### src/rtl/i2c_srx_pkg.sv
package i2c_srx_pkg;

  typedef enum logic [2:0] {
    ST_IDLE,
    ST_ADDR,
    ST_DATA,
    ST_ACK,
    ST_WAIT
  } srx_state_t;

  localparam logic [7:0] SC_OWN_ACK = 8'h60;
  localparam logic [7:0] SC_OWN_ARB = 8'h68;
  localparam logic [7:0] SC_GC_ACK  = 8'h70;
  localparam logic [7:0] SC_GC_ARB  = 8'h78;
  localparam logic [7:0] SC_OD_ACK  = 8'h80;
  localparam logic [7:0] SC_OD_NAK  = 8'h88;
  localparam logic [7:0] SC_GD_ACK  = 8'h90;
  localparam logic [7:0] SC_GD_NAK  = 8'h98;
  localparam logic [7:0] SC_STOP    = 8'hA0;
  localparam logic [7:0] SC_NONE    = 8'hF8;

endpackage

### src/rtl/i2c_line_sync.sv
module i2c_line_sync #(
  parameter int LINES  = 2,
  parameter int STAGES = 2
) (
  input  logic             clk,
  input  logic             rst,
  input  logic [LINES-1:0] raw_i,
  output logic [LINES-1:0] lvl_o,
  output logic [LINES-1:0] rise_o,
  output logic [LINES-1:0] fall_o
);

  for (genvar g = 0; g < LINES; g++) begin : g_line
    // STAGES synchroniser flops plus one history flop
    logic [STAGES:0] sh_q;
    always_ff @(posedge clk) begin
      if (rst) sh_q <= '1;
      else     sh_q <= {sh_q[STAGES-1:0], raw_i[g]};
    end
    assign lvl_o[g]  = sh_q[STAGES-1];
    assign rise_o[g] = sh_q[STAGES-1] & ~sh_q[STAGES];
    assign fall_o[g] = ~sh_q[STAGES-1] & sh_q[STAGES];
  end

endmodule

### src/rtl/i2c_byte_shift.sv
module i2c_byte_shift #(
  parameter int W = 8
) (
  input  logic         clk,
  input  logic         rst,
  input  logic         clr_i,
  input  logic         shift_i,
  input  logic         bit_i,
  output logic [W-1:0] data_o,
  output logic         full_o
);

  localparam int CW = $clog2(W + 1);

  logic [CW-1:0] cnt_q;

  always_ff @(posedge clk) begin
    if (rst || clr_i) begin
      cnt_q  <= '0;
      data_o <= '0;
    end else if (shift_i && !full_o) begin
      data_o <= {data_o[W-2:0], bit_i};
      cnt_q  <= cnt_q + 1'b1;
    end
  end

  assign full_o = (cnt_q == CW'(W));


  cnt_range_chk: assert property (@(posedge clk) disable iff (rst)
    cnt_q <= CW'(W));

endmodule

### src/rtl/i2c_start_pend.sv
module i2c_start_pend (
  input  logic clk,
  input  logic rst,
  input  logic arm_i,
  input  logic busy_i,
  output logic go_o
);

  logic pend_q;

  always_ff @(posedge clk) begin
    if (rst) begin
      pend_q <= 1'b0;
      go_o   <= 1'b0;
    end else begin
      go_o <= 1'b0;
      if (arm_i) begin
        pend_q <= 1'b1;
      end else if (pend_q && !busy_i) begin
        pend_q <= 1'b0;
        go_o   <= 1'b1;
      end
    end
  end


  go_single_chk: assert property (@(posedge clk) disable iff (rst)
    go_o |-> !pend_q);


  go_pulse_chk: assert property (@(posedge clk) disable iff (rst)
    go_o |=> !go_o);

endmodule

### src/rtl/i2c_slave_rcv.sv
module i2c_slave_rcv
  import i2c_srx_pkg::*;
#(
  parameter int ADDR_W      = 7,
  parameter int SYNC_STAGES = 2
) (
  input  logic              clk,
  input  logic              rst,
  input  logic              scl_i,
  input  logic              sda_i,
  output logic              scl_hold_o,
  output logic              sda_pull_o,
  input  logic [ADDR_W-1:0] own_addr_i,
  input  logic              gc_en_i,
  input  logic              ack_en_i,
  input  logic              flag_clr_i,
  input  logic              start_req_i,
  input  logic              arb_lost_i,
  output logic              irq_o,
  output logic [7:0]        status_o,
  output logic [ADDR_W:0]   data_o,
  output logic              start_go_o
);

  localparam int BYTE_W = ADDR_W + 1;

  logic [1:0] raw, lvl, rise, fall;
  logic scl_hi, scl_r, scl_f, sda_lv, start_ev, stop_ev;

  assign raw = {sda_i, scl_i};

  i2c_line_sync #(.LINES(2), .STAGES(SYNC_STAGES)) u_sync (
    .clk    (clk),
    .rst    (rst),
    .raw_i  (raw),
    .lvl_o  (lvl),
    .rise_o (rise),
    .fall_o (fall)
  );

  assign scl_hi   = lvl[0];
  assign scl_r    = rise[0];
  assign scl_f    = fall[0];
  assign sda_lv   = lvl[1];
  assign start_ev = fall[1] & scl_hi;
  assign stop_ev  = rise[1] & scl_hi;

  srx_state_t st_q;
  logic [BYTE_W-1:0] sh_data;
  logic sh_full, sh_clr, sh_en;

  assign sh_clr = start_ev || !(st_q == ST_ADDR || st_q == ST_DATA);
  assign sh_en  = scl_r && (st_q == ST_ADDR || st_q == ST_DATA);

  i2c_byte_shift #(.W(BYTE_W)) u_shift (
    .clk     (clk),
    .rst     (rst),
    .clr_i   (sh_clr),
    .shift_i (sh_en),
    .bit_i   (sda_lv),
    .data_o  (sh_data),
    .full_o  (sh_full)
  );

  logic busy_q, arm_q;

  always_ff @(posedge clk) begin
    if (rst)          busy_q <= 1'b0;
    else if (start_ev) busy_q <= 1'b1;
    else if (stop_ev)  busy_q <= 1'b0;
  end

  i2c_start_pend u_pend (
    .clk    (clk),
    .rst    (rst),
    .arm_i  (arm_q),
    .busy_i (busy_q),
    .go_o   (start_go_o)
  );

  // address compare
  logic own_hit, gc_hit;
  assign own_hit = (sh_data[BYTE_W-1:1] == own_addr_i) && !sh_data[0];
  assign gc_hit  = (sh_data == '0) && gc_en_i;

  logic mode_gc_q, ack_lat_q, ack_bit_q, addr_ph_q, arb_q, ack_ph_q, resume_q;
  logic [7:0] ev_code;

  always_comb begin
    if (addr_ph_q) begin
      if (mode_gc_q) ev_code = arb_q ? SC_GC_ARB : SC_GC_ACK;
      else           ev_code = arb_q ? SC_OWN_ARB : SC_OWN_ACK;
    end else begin
      if (mode_gc_q) ev_code = ack_bit_q ? SC_GD_ACK : SC_GD_NAK;
      else           ev_code = ack_bit_q ? SC_OD_ACK : SC_OD_NAK;
    end
  end

  logic stay_addr;
  assign stay_addr = (status_o == SC_OWN_ACK) || (status_o == SC_OWN_ARB) ||
                     (status_o == SC_GC_ACK)  || (status_o == SC_GC_ARB)  ||
                     (status_o == SC_OD_ACK)  || (status_o == SC_GD_ACK);

  always_ff @(posedge clk) begin
    if (rst) begin
      st_q       <= ST_IDLE;
      mode_gc_q  <= 1'b0;
      ack_lat_q  <= 1'b0;
      ack_bit_q  <= 1'b0;
      addr_ph_q  <= 1'b0;
      arb_q      <= 1'b0;
      ack_ph_q   <= 1'b0;
      resume_q   <= 1'b0;
      sda_pull_o <= 1'b0;
      irq_o      <= 1'b0;
      status_o   <= SC_NONE;
      data_o     <= '0;
      arm_q      <= 1'b0;
    end else begin
      arm_q <= 1'b0;
      if (st_q == ST_DATA && (start_ev || stop_ev)) begin
        irq_o    <= 1'b1;
        status_o <= SC_STOP;
        resume_q <= start_ev;
        st_q     <= ST_WAIT;
      end else if (start_ev && st_q != ST_WAIT) begin
        sda_pull_o <= 1'b0;
        ack_ph_q   <= 1'b0;
        st_q       <= ST_ADDR;
      end else if (stop_ev && st_q != ST_WAIT) begin
        sda_pull_o <= 1'b0;
        ack_ph_q   <= 1'b0;
        st_q       <= ST_IDLE;
      end else begin
        unique case (st_q)
          ST_ADDR: begin
            if (sh_full) begin
              if (ack_en_i && (own_hit || gc_hit)) begin
                mode_gc_q <= !own_hit;
                addr_ph_q <= 1'b1;
                ack_bit_q <= 1'b1;
                arb_q     <= arb_lost_i;
                st_q      <= ST_ACK;
              end else begin
                st_q <= ST_IDLE;
              end
            end
          end
          ST_DATA: begin
            if (sh_full) begin
              data_o    <= sh_data;
              addr_ph_q <= 1'b0;
              ack_bit_q <= ack_lat_q;
              st_q      <= ST_ACK;
            end
          end
          ST_ACK: begin
            if (scl_f) begin
              if (!ack_ph_q) begin
                sda_pull_o <= ack_bit_q;
                ack_ph_q   <= 1'b1;
              end else begin
                sda_pull_o <= 1'b0;
                ack_ph_q   <= 1'b0;
                irq_o      <= 1'b1;
                status_o   <= ev_code;
                resume_q   <= 1'b0;
                st_q       <= ST_WAIT;
              end
            end
          end
          ST_WAIT: begin
            if (flag_clr_i) begin
              irq_o     <= 1'b0;
              ack_lat_q <= ack_en_i;
              if (stay_addr) begin
                st_q <= ST_DATA;
              end else begin
                st_q  <= resume_q ? ST_ADDR : ST_IDLE;
                arm_q <= start_req_i;
              end
            end
          end
          default: ;
        endcase
      end
    end
  end

  assign scl_hold_o = irq_o;


  ack_drive_chk: assert property (@(posedge clk) disable iff (rst)
    sda_pull_o |-> (st_q == ST_ACK));


  flag_keep_chk: assert property (@(posedge clk) disable iff (rst)
    (irq_o && !flag_clr_i) |=> irq_o);


  stop_flag_chk: assert property (@(posedge clk) disable iff (rst)
    (st_q == ST_DATA && stop_ev) |=> (irq_o && status_o == SC_STOP));


  nak_idle_chk: assert property (@(posedge clk) disable iff (rst)
    (irq_o && flag_clr_i && (status_o == SC_OD_NAK || status_o == SC_GD_NAK))
      |=> (st_q == ST_IDLE));


  code_valid_chk: assert property (@(posedge clk) disable iff (rst)
    $rose(irq_o) |-> (status_o[2:0] == 3'b000 && status_o >= SC_OWN_ACK &&
                      status_o <= SC_STOP));

endmodule

### config.mk
export PLATFORM = sky130hd
export DESIGN_NAME = i2c_slave_rcv
export DESIGN_NICKNAME = d
export VERILOG_FILES = /design/src/rtl/i2c_srx_pkg.sv /design/src/rtl/i2c_line_sync.sv /design/src/rtl/i2c_byte_shift.sv /design/src/rtl/i2c_start_pend.sv /design/src/rtl/i2c_slave_rcv.sv
export SDC_FILE = /design/constraint.sdc
export NUM_CORES = 1
export LEC_CHECK = 0
export BUFFER_PORTS_ARGS = -buffer_cell sky130_fd_sc_hd__buf_2
export CAP_MARGIN = 20
export CORE_UTILIZATION = 55
export DETAILED_ROUTE_END_ITERATION = 12
export PLACE_DENSITY = 0.79
export SYNTH_ARGS = -nofsm -noshare
export SYNTH_HDL_FRONTEND = slang
export SYNTH_SLANG_ARGS = --single-unit
### constraint.sdc
create_clock -name clk -period 2.7 [get_ports clk]
set_input_delay 0.54 -clock clk [delete_from_list [all_inputs] [get_ports clk]]
set_output_delay 0.54 -clock clk [all_outputs]
set_load 0.05 [all_outputs]
==> results of run 1 <==
state kept, by name, indices dropped and copies added (netlist names), 3 cells and up:
| signal | count |
|---|---|
| u_shift.data_o | 8 |
| status_o | 5 |
| data_o | 8 |
| st_q | 3 |
| u_sync.g_line.sh_q | 6 |
| u_shift.cnt_q | 4 |
cell families (layout without fill, tap and decap cells):
| family | after synthesis | in the layout | synth area share (%) |
|---|---|---|---|
| compound gates | 39 | 39 | 12.2 |
| xor+xnor | 12 | 12 | 4.83 |
| fa+ha+maj | 2 | 2 | 1.15 |
| buf+inv | 19 | 47 | 4.26 |
| flops | 47 | 47 | 43.2 |
| mux | 19 | 19 | 8.74 |
| other cells | 1 | 3 | 0.172 |
| simple gates | 100 | 100 | 25.4 |
metrics by stage:
step	cells	setup WS, ps
final	317	647
after detailed placement	309	646
after global placement	309	730
after floorplan	241	776
after global routing	317	513
after CTS	317	640
layer usage:
layer	track usage, %	wire length [um]	share of wire (%)	vias to the layer above
met3	3.87	240	5.3	11
met2	37.2	2110	46	56
met5	0	0	0	-
li1	-	-	-	889
met4	12.2	108	2.4	0
met1	29.5	2090	46	861
worst register-to-register path, stage by stage (launching register included):
cell	delay [ps]
dfxtp_1	410
inv_1	60
ha_1	200
and3b_1	190
or3_4	390
nor3_2	110
buf_4	240
nand4_1	130
xor2_1	140
nor2_1	50
cell type report:
type                            instances  area share, %
Multi-Input combinational cell        175           47.2
Sequential cell                        47           38.7
Timing Repair Buffer                   33           6.89
Clock buffer                            5           2.83
Tap cell                               48           2.47
Clock inverter                          3          0.977
Inverter                                6          0.925
worst paths after layout:
kind              cells after the start                       end                      from  slack [ps]
setup / recovery                      9          u_shift.cnt_q[3]          u_shift.cnt_q[0]         650
hold reg to reg                       1  u_sync.g_line[0].sh_q[1]  u_sync.g_line[0].sh_q[0]         420
setup reg to reg                      9          u_shift.cnt_q[3]          u_shift.cnt_q[0]         650
hold / removal                        2  u_sync.g_line[0].sh_q[0]                     scl_i         400
where the power goes:
part / internal, mW / switching (mW)
Clock: 0.185 / 0.260
Combinational: 0.139 / 0.207
Sequential: 0.715 / 0.0528
cell usage in the layout, fill, tap and decap left out, drive strengths merged, types with 6 or more instances in the layout:
| cell type | count |
|---|---|
| inv | 7 |
| dfxtp | 47 |
| or2 | 6 |
| xnor2 | 8 |
| nand3 | 7 |
| buf | 33 |
| a21oi | 11 |
| nand2 | 18 |
| nor2 | 35 |
| o21ai | 7 |
| mux2i | 19 |
==> run metrics, run 1 <==
vias in the first global route=1619; Initial DRC Count=96; antenna violations before repair=0; core area=0.00372 mm^2; Final Skew=7.36 ps; Finish-stage setup viols=0; global-route wire length before repair=7360 um; PortBufs=32; slew margin rel.=62.0%; Worst Path Arrival=2240 ps; routed vias=1817; Slowest-stage cell, CP=dfxtp_1; Final Hold Fails=0; Peak Freq=487 MHz; WHS=404 ps; RSZ-0062 raised after global routing=false; Tot Pwr=1.56 mW; highest fanout seen on the critical path=12; CP top delay family=simple AND/OR/NAND/NOR gates; CTS Buf Count=5; Remaining DRCs=0; fin crit period=2050 ps; ratio of cells with drive above 1 in the final layout=20.8%; fin util=65.5%; Hold Path Class=in -> reg; Routed Antenna Nets=0; detailed placement HPWL=3170 um; nets=286; DIE AREA=0.00421 mm^2; post-DR wirelength/cell=14.4 um; Initial Util=58.6%; Yosys Warn Count=0; Skew-Pair Late Insertion Delay=310 ps; Post-Route WL=4550 um; Crit. End Element=flop; LEAKAGE=0.918 nW; Clock Tree Buf Depth=2; Synth Instances=239; final worst path period share=76.0%; multi-input logic area=0.00115 mm^2; clock slew at reported path FFs=100 ps; Clock Sinks=47; Via density=5.73; Synth top area share=43.2%; H-tree depth=2; worst slew pin tran=565 ps; CP Data Required Time=2890 ps; GRT overflow=0; Sum Neg Setup Slack=0 ps; slowest stage delay, CP=410 ps; synth cell count leaders=dfxtp_1, nor2_1, mux2i_1, nand2_1, a21oi_1; Post-synth EDFFs=0; GRT Overall Usage=23.2%; VDD IR-drop max=0.434 mV; Synth cell types=57; Seq/Total Area, Yosys=43.2%; buffers and inverters on the worst path=2; Die Y=64.9 um; Seq cells post-synth=47; # rows=22; max_cap viols=0; Setup CP Type=reg -> reg; Filler cells=318; Max Transition Viols Final=0; I/O pin total=36; pwr dens=641 mW/mm^2; largest net degree at the start of global routing=29; CP cell instances=inv_1 -> ha_1 -> and3b_1 -> or3_4 -> nor3_2 -> buf_4 -> nand4_1 -> xor2_1 -> nor2_1; most common cell in the netlist=dfxtp_1; Post-Layout Inst Area=0.00243 mm^2; chip width=64.9 um; Synth area leaders=dfxtp_1, mux2i_1, nor2_1, xnor2_1, nand2_1; syn avg cell area=9.10 um^2; share of synthesized flip-flops with an asynchronous set or reset=0%; CTS Hold Bufs=0; Top FF cell, synth=dfxtp_1; placed inst area=0.00234 mm^2; startpoint type of the worst setup path=flop; synthesized cell area=0.00218 mm^2; cell taking the most area after synthesis=dfxtp_1; 1st-pass router iterations=5; Synth-to-Final Area Change=11.8%; post-CTS sizing=0; postcts setup bufs=0; register area=941 um^2; Antenna Cells=0; CTS tree=done; clk root buf=clkbuf_8; routability congestion estimate=0.918; status=completed
Note: power is estimated with default switching activity, not from simulation.
==> inputs of run 2 (changes only) <==
clock period = 2.04 ns   (was 2.7 ns; I/O delays follow)
==> run metrics, run 2 (synthesis results as in run 1) <==
DP Worst Slack=20.9 ps (-625 ps); fin worst setup slack=53.8 ps (-594 ps); routed vias=1826 (+0.50%); Worst Path Arrival=2170 ps (-70 ps); Hold Path Class=in -> reg; worst slew pin tran=532 ps (-33.4 ps); global-route wire length before repair=7690 um (+4.5%); nets=298 (+4.2%); Max Transition Viols Final=0 (unchanged); Initial Util=58.6% (unchanged); CP Data Required Time=2230 ps (-660 ps); post-CTS sizing=0 (unchanged); Finish-stage setup viols=0 (unchanged); # rows=22 (unchanged); pwr dens=831 mW/mm^2 (+30%); Initial DRC Count=141 (+47%); CTS Buf Count=5 (unchanged); post-DR wirelength/cell=14.1 um (-2.0%); leading registers by flop count=data_o x8, u_shift.data_o x8, u_sync.g_line.sh_q x6; Clock Sinks=47 (unchanged); 1st-pass router iterations=4 (-1); max_cap viols=0 (unchanged); clk root buf=clkbuf_8; startpoint type of the worst setup path=flop; WHS=281 ps (-123 ps); GRT overflow=0 (unchanged); vias in the first global route=1636 (+1.1%); highest fanout seen on the critical path=4 (-8); Crit. End Element=flop; Skew-Pair Late Insertion Delay=300 ps (about the same); Sum Neg Setup Slack=0 ps (unchanged); Setup CP Type=reg -> reg; fin crit period=1990 ps (-66.4 ps); buffers and inverters on the worst path=1 (-1); PortBufs=32 (unchanged); GRT Overall Usage=24.0% (+0.83 points); RSZ-0062 raised after global routing=false; clock slew at reported path FFs=80 ps (-20 ps); final worst path period share=97.4% (+21 points); placed cell count=321 (+3.9%); antenna violations before repair=0 (unchanged); Post-Layout Inst Area=0.00256 mm^2 (+5.0%); ratio of cells with drive above 1 in the final layout=24.9% (+4.1 points); Slowest-stage cell, CP=or3_4; placed inst area=0.00244 mm^2 (+4.4%); non-filler cells, final=329 (+3.8%); status=completed; Post-Route WL=4630 um (+1.7%); H-tree depth=2 (unchanged); fin util=68.8% (+3.3 points); routability congestion estimate=0.949 (+3.4%); chip width=64.9 um (unchanged); Final Hold Fails=0 (unchanged); CTS Hold Bufs=0 (unchanged); CP cell instances=inv_1 -> ha_1 -> and3b_1 -> or3_4 -> o21a_4 -> or3_1 -> o311ai_1 -> nand3_1; I/O pin total=36 (unchanged); Routed Antenna Nets=0 (unchanged); slowest stage delay, CP=390 ps (-20 ps); slew margin rel.=64.2% (+2.2 points); postcts setup bufs=0 (unchanged); VDD IR-drop max=0.565 mV (+30%); largest net degree at the start of global routing=20 (-31%); LEAKAGE=0.992 nW (+8.1%); Tot Pwr=2.12 mW (+36%); Remaining DRCs=0 (unchanged); Clock Tree Buf Depth=2 (unchanged); most common cell after layout, fill and taps aside=dfxtp_1; Via density=5.55 (-3.2%); Synth-to-Final Area Change=17.5%; Final Skew=2.06 ps (-5.30 ps); Die Y=64.9 um (unchanged); DIE AREA=0.00421 mm^2 (unchanged); Peak Freq=503 MHz (+3.3%); Antenna Cells=0 (unchanged); CP top delay family=simple AND/OR/NAND/NOR gates; detailed placement HPWL=3420 um (+7.7%); CTS tree=done; core area=0.00372 mm^2 (unchanged); most frequent cells in the layout=dfxtp_1, nor2_1, buf_2
[run 2: changes by cell type in the layout (fill, tap and decap cells not counted)]
cell        before  now
nor3_2           1    0
clkinvlp_4       2    1
nor3_4           0    1
dfxtp_1         47   45
buf_12           0    1
dfxtp_2          0    2
buf_4            1   12
clkbuf_8         5    7
inv_6            1    0
[run 2: worst paths after layout]
check	startpoint	to	slack [ps]	cells past startpoint
max reg2reg	u_shift.cnt_q[1]	st_q[0]	50	8
min	sda_i	u_sync.g_line[1].sh_q[0]	280	2
max	u_shift.cnt_q[1]	st_q[0]	50	8
min reg2reg	u_sync.g_line[1].sh_q[0]	u_sync.g_line[1].sh_q[1]	410	1
[run 2: area by class of cell]
cell class              instances  area [um^2]
fillers                       291         1160
multi-input cells             175         1160
well taps                      48         60.1
inverters                       6         22.5
flip-flops and latches         47          943
repair buffers                 45          270
clock inverters                 1         7.51
clock buffers                   7         96.3
[run 2: power breakdown]
part,total [mW],leakage (nW),internal (mW),switching [mW]
registers,1.00,0.381,0.947,0.0548
clock network,0.622,0.0505,0.308,0.313
logic,0.500,0.560,0.205,0.296
[run 2: layer usage]
metal  vias to the layer above  share of wire, %  track usage, %
li1                        917                 -               -
met1                       830                47            31.7
met2                        66                45            37.4
met3                        13               6.0            4.75
met4                         0               2.4            10.8
met5                         -                 0               0
